`src/rtl/zt_pkg.sv`:
```
// Shared types for the depth test unit.
// Assumes: compare codes are fixed by the programming model.
package zt_pkg;
    typedef enum logic [2:0] {
        CMP_NEVER    = 3'd0,
        CMP_LESS     = 3'd1,
        CMP_EQUAL    = 3'd2,
        CMP_LEQUAL   = 3'd3,
        CMP_GREATER  = 3'd4,
        CMP_NOTEQUAL = 3'd5,
        CMP_GEQUAL   = 3'd6,
        CMP_ALWAYS   = 3'd7
    } cmp_fn_e;

    typedef enum logic [2:0] {
        ST_IDLE = 3'd0,
        ST_RD   = 3'd1,
        ST_CMP  = 3'd2,
        ST_WRZ  = 3'd3,
        ST_WRC  = 3'd4
    } seq_state_e;

    localparam int NUM_FN = 8;
endpackage

```
`src/rtl/zt_compare.sv`:
```
// Depth comparator: evaluates every compare function side by side and
// selects one result by code. Purely combinational.
// Assumes: depths are unsigned.
module zt_compare #(
    parameter int DW = 32
) (
    input  logic [2:0]    fn,
    input  logic [DW-1:0] new_z,
    input  logic [DW-1:0] old_z,
    output logic          pass
);
    import zt_pkg::*;

    logic lt, eq;
    logic [NUM_FN-1:0] res;

    // basic relations shared by all functions
    always_comb begin
        lt = new_z < old_z;
        eq = new_z == old_z;
    end

    // one result per compare code
    always_comb begin
        res[CMP_NEVER]    = 1'b0;
        res[CMP_LESS]     = lt;
        res[CMP_EQUAL]    = eq;
        res[CMP_LEQUAL]   = lt | eq;
        res[CMP_GREATER]  = ~(lt | eq);
        res[CMP_NOTEQUAL] = ~eq;
        res[CMP_GEQUAL]   = ~lt;
        res[CMP_ALWAYS]   = 1'b1;
    end

    // select the requested function
    always_comb pass = res[fn];
endmodule

```
`src/rtl/zt_addr.sv`:
```
// Pixel address generator: base + (row << pitch_log2) + column.
// Assumes: the column is below the padded pitch, so rows never overlap.
module zt_addr #(
    parameter int AW         = 32,
    parameter int XW         = 11,
    parameter int YW         = 11,
    parameter int PITCH_LOG2 = 11
) (
    input  logic [XW-1:0] x,
    input  logic [YW-1:0] y,
    input  logic [AW-1:0] base,
    output logic [AW-1:0] addr
);
    localparam int OFFW = YW + PITCH_LOG2;

    logic [OFFW-1:0] offset;

    // shift replaces the row multiply
    always_comb begin
        offset = {y, {PITCH_LOG2{1'b0}}} | OFFW'(x);
        addr   = base + AW'(offset);
    end
endmodule

```
`src/rtl/zt_perf.sv`:
```
// Performance counters: tested, passed and busy cycles, one incrementer each.
// Assumes: counters wrap silently at full scale.
module zt_perf #(
    parameter int CW = 32
) (
    input  logic          clk,
    input  logic          rst_n,
    input  logic          inc_tested,
    input  logic          inc_passed,
    input  logic          inc_busy,
    output logic [CW-1:0] cnt_tested,
    output logic [CW-1:0] cnt_passed,
    output logic [CW-1:0] cnt_busy
);
    localparam int NCNT = 3;

    logic [NCNT-1:0]   inc;
    logic [CW-1:0]     cnt [NCNT];

    always_comb inc = {inc_busy, inc_passed, inc_tested};

    for (genvar i = 0; i < NCNT; i++) begin : g_cnt
        // count one event class
        always_ff @(posedge clk) begin
            if (!rst_n)      cnt[i] <= '0;
            else if (inc[i]) cnt[i] <= cnt[i] + 1'b1;
        end
    end

    assign cnt_tested = cnt[0];
    assign cnt_passed = cnt[1];
    assign cnt_busy   = cnt[2];

    // passes are a subset of tests
    assert_pass_le_test_R8: assert property (@(posedge clk) disable iff (!rst_n)
        cnt_passed <= cnt_tested);
endmodule

```
`src/rtl/zt_depth_unit.sv`:
```
// Depth test and write-back unit. Serial sequencer over a single memory
// port: read depth, compare, write depth, write colour; bypass writes
// colour only. Assumes: base addresses are stable while busy; memory
// returns a one-cycle mem_ack per request, with read data on it.
module zt_depth_unit #(
    parameter int AW         = 32,
    parameter int DW         = 32,
    parameter int XW         = 11,
    parameter int YW         = 11,
    parameter int PITCH_LOG2 = 11,
    parameter int CW         = 32
) (
    input  logic          clk,
    input  logic          rst_n,
    input  logic          frag_valid,
    output logic          frag_ready,
    input  logic [XW-1:0] frag_x,
    input  logic [YW-1:0] frag_y,
    input  logic [DW-1:0] frag_z,
    input  logic [DW-1:0] frag_rgba,
    input  logic [2:0]    cfg_func,
    input  logic          cfg_test_en,
    input  logic [AW-1:0] cfg_zbase,
    input  logic [AW-1:0] cfg_cbase,
    output logic          mem_req,
    output logic          mem_we,
    output logic [AW-1:0] mem_addr,
    output logic [DW-1:0] mem_wdata,
    input  logic          mem_ack,
    input  logic [DW-1:0] mem_rdata,
    output logic [CW-1:0] cnt_tested,
    output logic [CW-1:0] cnt_passed,
    output logic [CW-1:0] cnt_busy
);
    import zt_pkg::*;

    seq_state_e    state, state_nx;
    logic [XW-1:0] f_x;
    logic [YW-1:0] f_y;
    logic [DW-1:0] f_z, f_c, old_z;
    logic [2:0]    f_fn;
    logic          f_en;
    logic          accept, pass;
    logic [AW-1:0] zaddr, caddr;

    assign frag_ready = (state == ST_IDLE);
    assign accept     = frag_valid & frag_ready;

    zt_addr #(.AW(AW), .XW(XW), .YW(YW), .PITCH_LOG2(PITCH_LOG2)) i_zaddr (
        .x(f_x), .y(f_y), .base(cfg_zbase), .addr(zaddr));

    zt_addr #(.AW(AW), .XW(XW), .YW(YW), .PITCH_LOG2(PITCH_LOG2)) i_caddr (
        .x(f_x), .y(f_y), .base(cfg_cbase), .addr(caddr));

    zt_compare #(.DW(DW)) i_cmp (
        .fn(f_fn), .new_z(f_z), .old_z(old_z), .pass(pass));

    // capture fragment and mode on acceptance
    always_ff @(posedge clk) begin
        if (!rst_n) begin
            f_x  <= '0;
            f_y  <= '0;
            f_z  <= '0;
            f_c  <= '0;
            f_fn <= '0;
            f_en <= 1'b0;
        end else if (accept) begin
            f_x  <= frag_x;
            f_y  <= frag_y;
            f_z  <= frag_z;
            f_c  <= frag_rgba;
            f_fn <= cfg_func;
            f_en <= cfg_test_en;
        end
    end

    // latch stored depth when the read returns
    always_ff @(posedge clk) begin
        if (!rst_n)                          old_z <= '0;
        else if (state == ST_RD && mem_ack)  old_z <= mem_rdata;
    end

    // sequencer next state
    always_comb begin
        state_nx = state;
        unique case (state)
            ST_IDLE: if (accept)  state_nx = cfg_test_en ? ST_RD : ST_WRC;
            ST_RD:   if (mem_ack) state_nx = ST_CMP;
            ST_CMP:  state_nx = pass ? ST_WRZ : ST_IDLE;
            ST_WRZ:  if (mem_ack) state_nx = ST_WRC;
            ST_WRC:  if (mem_ack) state_nx = ST_IDLE;
            default: state_nx = ST_IDLE;
        endcase
    end

    // sequencer state register
    always_ff @(posedge clk) begin
        if (!rst_n) state <= ST_IDLE;
        else        state <= state_nx;
    end

    // memory request per state
    always_comb begin
        mem_req   = 1'b0;
        mem_we    = 1'b0;
        mem_addr  = '0;
        mem_wdata = '0;
        unique case (state)
            ST_RD:  begin mem_req = 1'b1; mem_addr = zaddr; end
            ST_WRZ: begin mem_req = 1'b1; mem_we = 1'b1; mem_addr = zaddr; mem_wdata = f_z; end
            ST_WRC: begin mem_req = 1'b1; mem_we = 1'b1; mem_addr = caddr; mem_wdata = f_c; end
            default: ;
        endcase
    end

    zt_perf #(.CW(CW)) i_perf (
        .clk(clk), .rst_n(rst_n),
        .inc_tested(state == ST_CMP),
        .inc_passed(state == ST_CMP && pass),
        .inc_busy(state != ST_IDLE),
        .cnt_tested(cnt_tested), .cnt_passed(cnt_passed), .cnt_busy(cnt_busy));

    // a pending request is not altered before its acknowledge
    assert_req_hold_R3: assert property (@(posedge clk) disable iff (!rst_n)
        mem_req && !mem_ack |=> mem_req && $stable(mem_addr) && $stable(mem_we) && $stable(mem_wdata));

    // colour write follows the acknowledged depth write
    assert_colour_after_depth_R3: assert property (@(posedge clk) disable iff (!rst_n)
        state == ST_WRZ && mem_ack |=> mem_req && mem_we);

    // idle unit leaves the memory port quiet
    assert_ready_quiet_R7: assert property (@(posedge clk) disable iff (!rst_n)
        frag_ready |-> !mem_req);

    // never code discards the fragment
    assert_never_no_write_R4: assert property (@(posedge clk) disable iff (!rst_n)
        state == ST_CMP && f_fn == CMP_NEVER |=> !mem_req && frag_ready);

    // always code proceeds to a write
    assert_always_writes_R4: assert property (@(posedge clk) disable iff (!rst_n)
        state == ST_CMP && f_fn == CMP_ALWAYS |=> mem_req && mem_we);

    // bypass starts with a write, not a read
    assert_bypass_write_R6: assert property (@(posedge clk) disable iff (!rst_n)
        accept && !cfg_test_en |=> mem_req && mem_we);
endmodule

```
`config.mk`:
```
export PLATFORM = sky130hd
export DESIGN_NAME = zt_depth_unit
export DESIGN_NICKNAME = d
export VERILOG_FILES = /design/src/rtl/zt_pkg.sv /design/src/rtl/zt_compare.sv /design/src/rtl/zt_addr.sv /design/src/rtl/zt_perf.sv /design/src/rtl/zt_depth_unit.sv
export SDC_FILE = /design/constraint.sdc
export NUM_CORES = 1
export LEC_CHECK = 0
export BUFFER_PORTS_ARGS = -buffer_cell sky130_fd_sc_hd__buf_2
export CORE_MARGIN = 2
export CORE_UTILIZATION = 55
export DETAILED_ROUTE_END_ITERATION = 6
export PLACE_DENSITY_LB_ADDON = 0.25
export SLEW_MARGIN = 15
export SYNTH_ARGS = -nofsm -noshare
export SYNTH_HDL_FRONTEND = slang
export SYNTH_SLANG_ARGS = --single-unit
```
`constraint.sdc`:
```
create_clock -name clk -period 10.65 [get_ports clk]
set_clock_uncertainty 0.05 [all_clocks]
set_input_delay 1.5975 -clock clk [delete_from_list [all_inputs] [get_ports clk]]
set_output_delay 1.5975 -clock clk [all_outputs]
set_load 0.01 [all_outputs]
```
### Yosys cells after proc, flatten, opt, wreduce, memory -nomap -nowiden

Memories as Yosys holds them, arrays and structs flattened.
Cells that the tools add are included.

| storage, ports and cells | value |
|---|---|
| output and inout port bits | 163 |
| word-level logic and storage cells | 67 |
| register bits after elaboration | 124 |
| memories kept | 1 |
| RAM bits | 96 |
| input port bits | 190 |

| operators by class | value |
|---|---|
| order comparisons | 2 |
| bitwise gates (word level) | 9 |
| equal/unequal tests | 9 |
| reduce and logical (&&, ||, !) cells | 8 |
| muxes and demuxes | 26 |
| $add $sub $neg | 5 |

Memories:

| memory | depth | width | rd ports | clocked after Yosys merged registers in | wr ports | RTL line | source |
|---|---|---|---|---|---|---|---|
| i_perf.cnt | 3 | 32 | 3 | 0 | 3 | zt_perf.sv:18 | `logic [CW-1:0] cnt [NCNT];` |

Operators by type and width:

| cell | number |
|---|---|
| 32-bit case mux with 2 select lines | 2 |
| 32-bit by 1-bit adder with 32-bit output, second input constant | 3 |
| 32-bit two-way mux | 3 |
| 32-bit by 22-bit adder with 32-bit output | 2 |
| 32-bit == test | 1 |
| 32-bit less-than comparator | 1 |
| 22-bit by 11-bit OR with 22-bit output | 1 |
| 3-bit two-way mux | 5 |
| 3-bit case mux with 5 select lines | 1 |
| 1-bit two-way mux | 13 |
| 3-bit by 2-bit == test with 1-bit output, second input constant | 2 |
| 2-bit != test, second input constant | 3 |
| 3-bit by 4-bit less-than comparator with 1-bit output, second input constant | 1 |
| 1-bit OR | 4 |
| 4-bit AND reduction | 1 |
| 2-bit OR reduction | 2 |
| 1-bit binary-select mux with 3-bit select | 1 |
| 3-bit by 1-bit == test with 1-bit output, second input constant | 1 |
| 3-bit == test, second input constant | 1 |
| 3-bit zero test | 1 |
| 1-bit NOT | 3 |
| 3-bit nonzero test | 1 |
| 3-bit OR reduction | 1 |
| 1-bit logical AND | 2 |
| 3 further kinds | 3 |

### Logic depth before layout (Yosys ltp)

| logic depth | value |
|---|---|
| word-level depth | 10 |
| gate-level depth with buffers | 18 |
| gate-level depth less buffers | 15 |

### Hierarchy

From an unflattened synthesis, not the netlist that was laid out.

| unflattened totals | value |
|---|---|
| cells, all modules | 1637 |
| area, all modules | 14104.8 µm² |

By module, submodules not included:

| module | seq. area each (µm²) | area an instance (µm²) | times used | cells each |
|---|---|---|---|---|
| zt_depth_unit | 2482.4 | 5328.9 | 1 | 632 |
| zt_perf | 2882.8 | 5082.4 | 1 | 469 |
| zt_addr | 0.0 | 1421.4 | 2 | 209 |
| zt_compare | 0.0 | 850.8 | 1 | 118 |

### Least setup slack after synthesis

Ideal clock, no wire load.

| timing | value |
|---|---|
| kind | in2out |
| start point | input port cfg_zbase[0] |
| end point | output port mem_addr[24] |
| path buffers | 0 |
| stages on the path | 13 |
| slack | 5.112 ns |
| required time | 9.003 ns |
| arrival time | 3.890 ns |
| path through | nand2_1 nand2_1 ha_1 inv_1 fa_1 and2b_1 o2111ai_1 a21oi_1 o211ai_1 a211oi_2 o21ai_0 xor2_1 o22ai_1 |

| on the way | value |
|---|---|
| longest elaborated chain between the ends | 2 |

Ends and longest elaborated chain:

| item | RTL line | source |
|---|---|---|
| from (decl) | zt_depth_unit.sv:23 | `input logic [AW-1:0] cfg_zbase,` |
| 32-bit by 22-bit adder with 32-bit output | zt_addr.sv:21 | `addr = base + AW'(offset);` |
| 32-bit case mux with 2 select lines | zt_depth_unit.sv:108 | `unique case (state)` |
| to (decl) | zt_depth_unit.sv:27 | `output logic [AW-1:0] mem_addr,` |

Every way passes these cells.

### Final worst setup path

| timing | value |
|---|---|
| start point | register state[2] |
| end point | output port mem_addr[26] |

| on the way | value |
|---|---|
| longest elaborated chain between the ends | 3 |
| elaborated cells between the ends (all ways) | 5 |
| those cells by class | eq/ne: 3; mux: 1; reduce/logical: 1 |

Ends and longest elaborated chain:

| item | RTL line | source |
|---|---|---|
| from (decl) | zt_depth_unit.sv:37 | `seq_state_e state, state_nx;` |
| from (signal assigned) | zt_depth_unit.sv:99 | `else state <= state_nx;` |
| 3-bit by 1-bit == test with 1-bit output / 3-bit by 2-bit == test with 1-bit output (equally long branches) | zt_depth_unit.sv:108 |  |
| 2-bit OR reduction (no source line) | - |  |
| 32-bit case mux with 2 select lines (*) | zt_depth_unit.sv:108 |  |

Mark *: on every way between the ends. The rest lies on a longest branch, timed or not.

==> impl_results.md <==
* Internal power at about 1.6 mW
* Initial Utilization at 56.10%
* Logic pwr share at between 10% and 20%
* Final Setup Violations at 0
* Synth warnings at 0
* Final HPWL DP at 24460 µm
* Peak VDD IR at between 0.1 and 0.15 mV
* Worst Hold Class: flop to flop
* Worst Slack Setup Final at 4080 ps
* Setup TNS at 0 ps
* Worst endpoint required time at 9000 ps
* Post-Syn Instances at 1476
* Most used cell along the critical path: nand2_1
* Pwr Density at 144.5 nW/µm²
* Syn Area/Cell at 8.632 µm²
* Vias per inst at 5.483
* CTS root buf: clkbuf_16
* Max clock buf depth at 3
* GP Congestion at 0.9291
* Row count at 55
* Max stage delay on crit path at 640 ps
* Critical path class: flop to output port
* RSZ-0062 raised after global routing: false
* Worst-path cell chain: nor3b_2 -> buf_4 -> nand2_1 -> nand2_1 -> ha_1 -> inv_1 -> fa_1 -> and2b_1 -> o2111ai_1 -> a21oi_1 -> o211ai_1 -> a211oi_2 -> o21ai_0 -> xor2_1 -> o22ai_1 -> buf_2
* Chip height at approximately 160 µm
* Kind of start point of the critical path: flop
* DR WL/cell at approximately 16 µm
* CP arrival at 4920 ps
* Hold buffers post-CTS at 0
* Clock share of power at approximately 37%
* Nets at 2043
* Sequential share of the synthesized area at approximately 42%
* Commonest non-fill, non-tap cell in the layout: nand2_1
* Switching share of power at approximately 29%
* CTS Sinks at 220
* Core Footprint at 22710 µm²
* Most frequent cells in the layout: 363 x nand2_1, 351 x buf_2, 124 x dfxtp_1, 123 x a21boi_0, 117 x nor2_1
* Pre-antenna DRT Iters at 5
* Layout cells sized above 1 at 24.43%
* Post_cts resized at 0
* Total GRT Usage at 27.06%
* Most used DFF post-synth: dfxtp_1
* FMAX at 152.2 MHz
* Final Hold Viols at 0
* Vias at 11.56k
* Setup bufs post-CTS at 0
* Flop-to-flop setup slack at roughly 7500 ps
* Number of synthesized flops with an enable pin at 96
* DRT iter0 DRCs at roughly 800
* Post-Syn Nets at ~1.7k
* Distinct cells, synth at 60
* Largest net degree at the start of global routing at roughly 100
* Final worst-path cycle share at about three fifths
* Relative max-transition margin at 27.77%
* Worst skew pair latency at between 500 and 600 ps
* Asr flop ratio synth at 0%
* I/O pin count at 353
* Mapped cell area at ~13000 µm²
* Max Transition Viols Final at 0
* Fillers at between 1.5k and 2k
* Share of power burned in registers at 44.4%
* Total grt overflow at 0
* Net Sw Power at 0.6389 mW
* I/O Buffers at between 300 and 400
* Number of synthesized register bits at 220
* Status: finished, final reports clean
* H-tree levels at 1
* Place WS at 4444 ps
* MaxCap Viol Count at 0
* DRC viols at 0
* Worst Tran Pin Value at 1081 ps
* Crit-path max FO at 65
* CTS tree: done
* Final wirelength at 33840 µm
* Area grow syn2layout at 21.39%
* Initial antenna violation count at 14
* CP max stage cell: buf_4
* Clk slew on worst S/H paths at around 60 ps
* Die area at between 20000 and 25000 µm²
* Num CTS Buffers at 25
* Min Tclk post-route at around 6600 ps
* Pleak at 6.625 nW
* CP Capture Type: output port
* First-pass GRT wire length at between 50000 and 60000 µm
* Die X at 156.2 µm
* Number of global-route vias before repair at 11.20k
* Post-route ant nets at 0
## cell usage after synthesis (12+ instances only)
library cell | n | share of area, %
nor3_1 | 13 | 0.51
or3_1 | 12 | 0.59
and3_1 | 29 | 1.4
o21ai_0 | 18 | 0.71
dfxtp_1 | 124 | 19
xnor2_1 | 43 | 3.0
a21o_1 | 28 | 1.6
nor2_4 | 18 | 1.6
nor2_1 | 117 | 3.4
a21boi_0 | 123 | 7.2
nand2_1 | 364 | 11
xor2_1 | 73 | 5.0
nand3_1 | 50 | 2.0
ha_1 | 57 | 5.6
edfxtp_1 | 96 | 23
a21oi_1 | 41 | 1.6
clkbuf_1 | 59 | 1.7
nand4_1 | 23 | 1.1
inv_1 | 54 | 1.6
a22o_1 | 33 | 2.3
## area by class of cell
type,count,area [µm²],share of cell area [%]
multi-input cells,1128,6855,44.32
flip-flops and latches,220,5365,34.69
repair buffers,366,1869,12.09
clock buffers,38,704.4,4.555
well taps,285,356.6,2.306
inverters,54,202.7,1.311
clock inverters,7,85.08,0.5501
diodes,11,27.53,0.1780
## sequential cells by signal, summed over array words and instances, names as in the netlist
signal and count:
f_x 11, f_fn 3, f_c 32, state 3, f_y 11, old_z 32, f_z 32, i_perf.cnt 96
## power by group through the flow
stage                     clock network (mW)  registers, mW  logic (mW)
after floorplan                            0           1.01       0.259
after global placement                     0           1.01       0.405
after detailed placement                   0           1.01       0.412
after CTS                              0.844          0.992       0.415
after global routing                   0.876           1.00       0.462
final                                  0.829          0.992       0.414
## critical path, delay by kind of cell (launching register included)
| family | cells | cell delay [ps] |
|---|---|---|
| flip-flops | 1 | 480 |
| buffers and inverters | 3 | 870 |
| XOR/XNOR | 1 | 200 |
| adder cells (fa/ha/maj) | 2 | 510 |
| AND/OR/NAND/NOR | 4 | 690 |
| AO/OA/AOI/OAI | 6 | 1630 |
## routing by layer
metal	routed length [µm]	share of wire (%)	up-vias	GRT usage, %
li1	-	-	5702	-
met1	14150	42	5377	33.94
met2	15920	47	387	45.20
met3	2522	7.5	91	6.111
met4	1205	3.6	6	11.18
met5	40	0.12	-	0
## final timing paths
check | from | to | cells past startpoint
setup reg to reg | old_z[29] | i_perf.cnt[1][18] | 11
hold reg to reg | old_z[19] | old_z[19] | 2
setup / recovery | state[2] | mem_addr[26] | 16
hold / removal | old_z[19] | old_z[19] | 2
## through the flow
step / hold slack (ps) / power [mW] / util (%) / instances / instance area [µm²]
floorplan: 393.5 / 1.266 / - / 1476 / 12740
global placement: 401.3 / 1.411 / 64.50 / 2053 / 14650
detailed placement: 409.3 / 1.421 / 64.50 / 2053 / 14650
CTS: 417.2 / 2.250 / 67.97 / 2098 / 15440
global route: 439.6 / 2.339 / 68.08 / 2107 / 15460
finish: 411.6 / 2.236 / 68.10 / 2109 / 15470
## cells by family (layout without fill, tap and decap cells)
group | Yosys count | count (layout) | share of synthesized area, %
AOI/OAI and AO/OA | 288 | 288 | 16.25
adders and majority gates | 58 | 58 | 5.755
muxes | 1 | 1 | 0.07857
and+or+nand+nor | 665 | 665 | 23.61
DFF | 220 | 220 | 42.11
other | 0 | 11 | 0
buffers and inverters | 128 | 465 | 4.223
xor gates and xnor gates | 116 | 116 | 7.974
No activity file was read; power rests on OpenSTA's default activity.
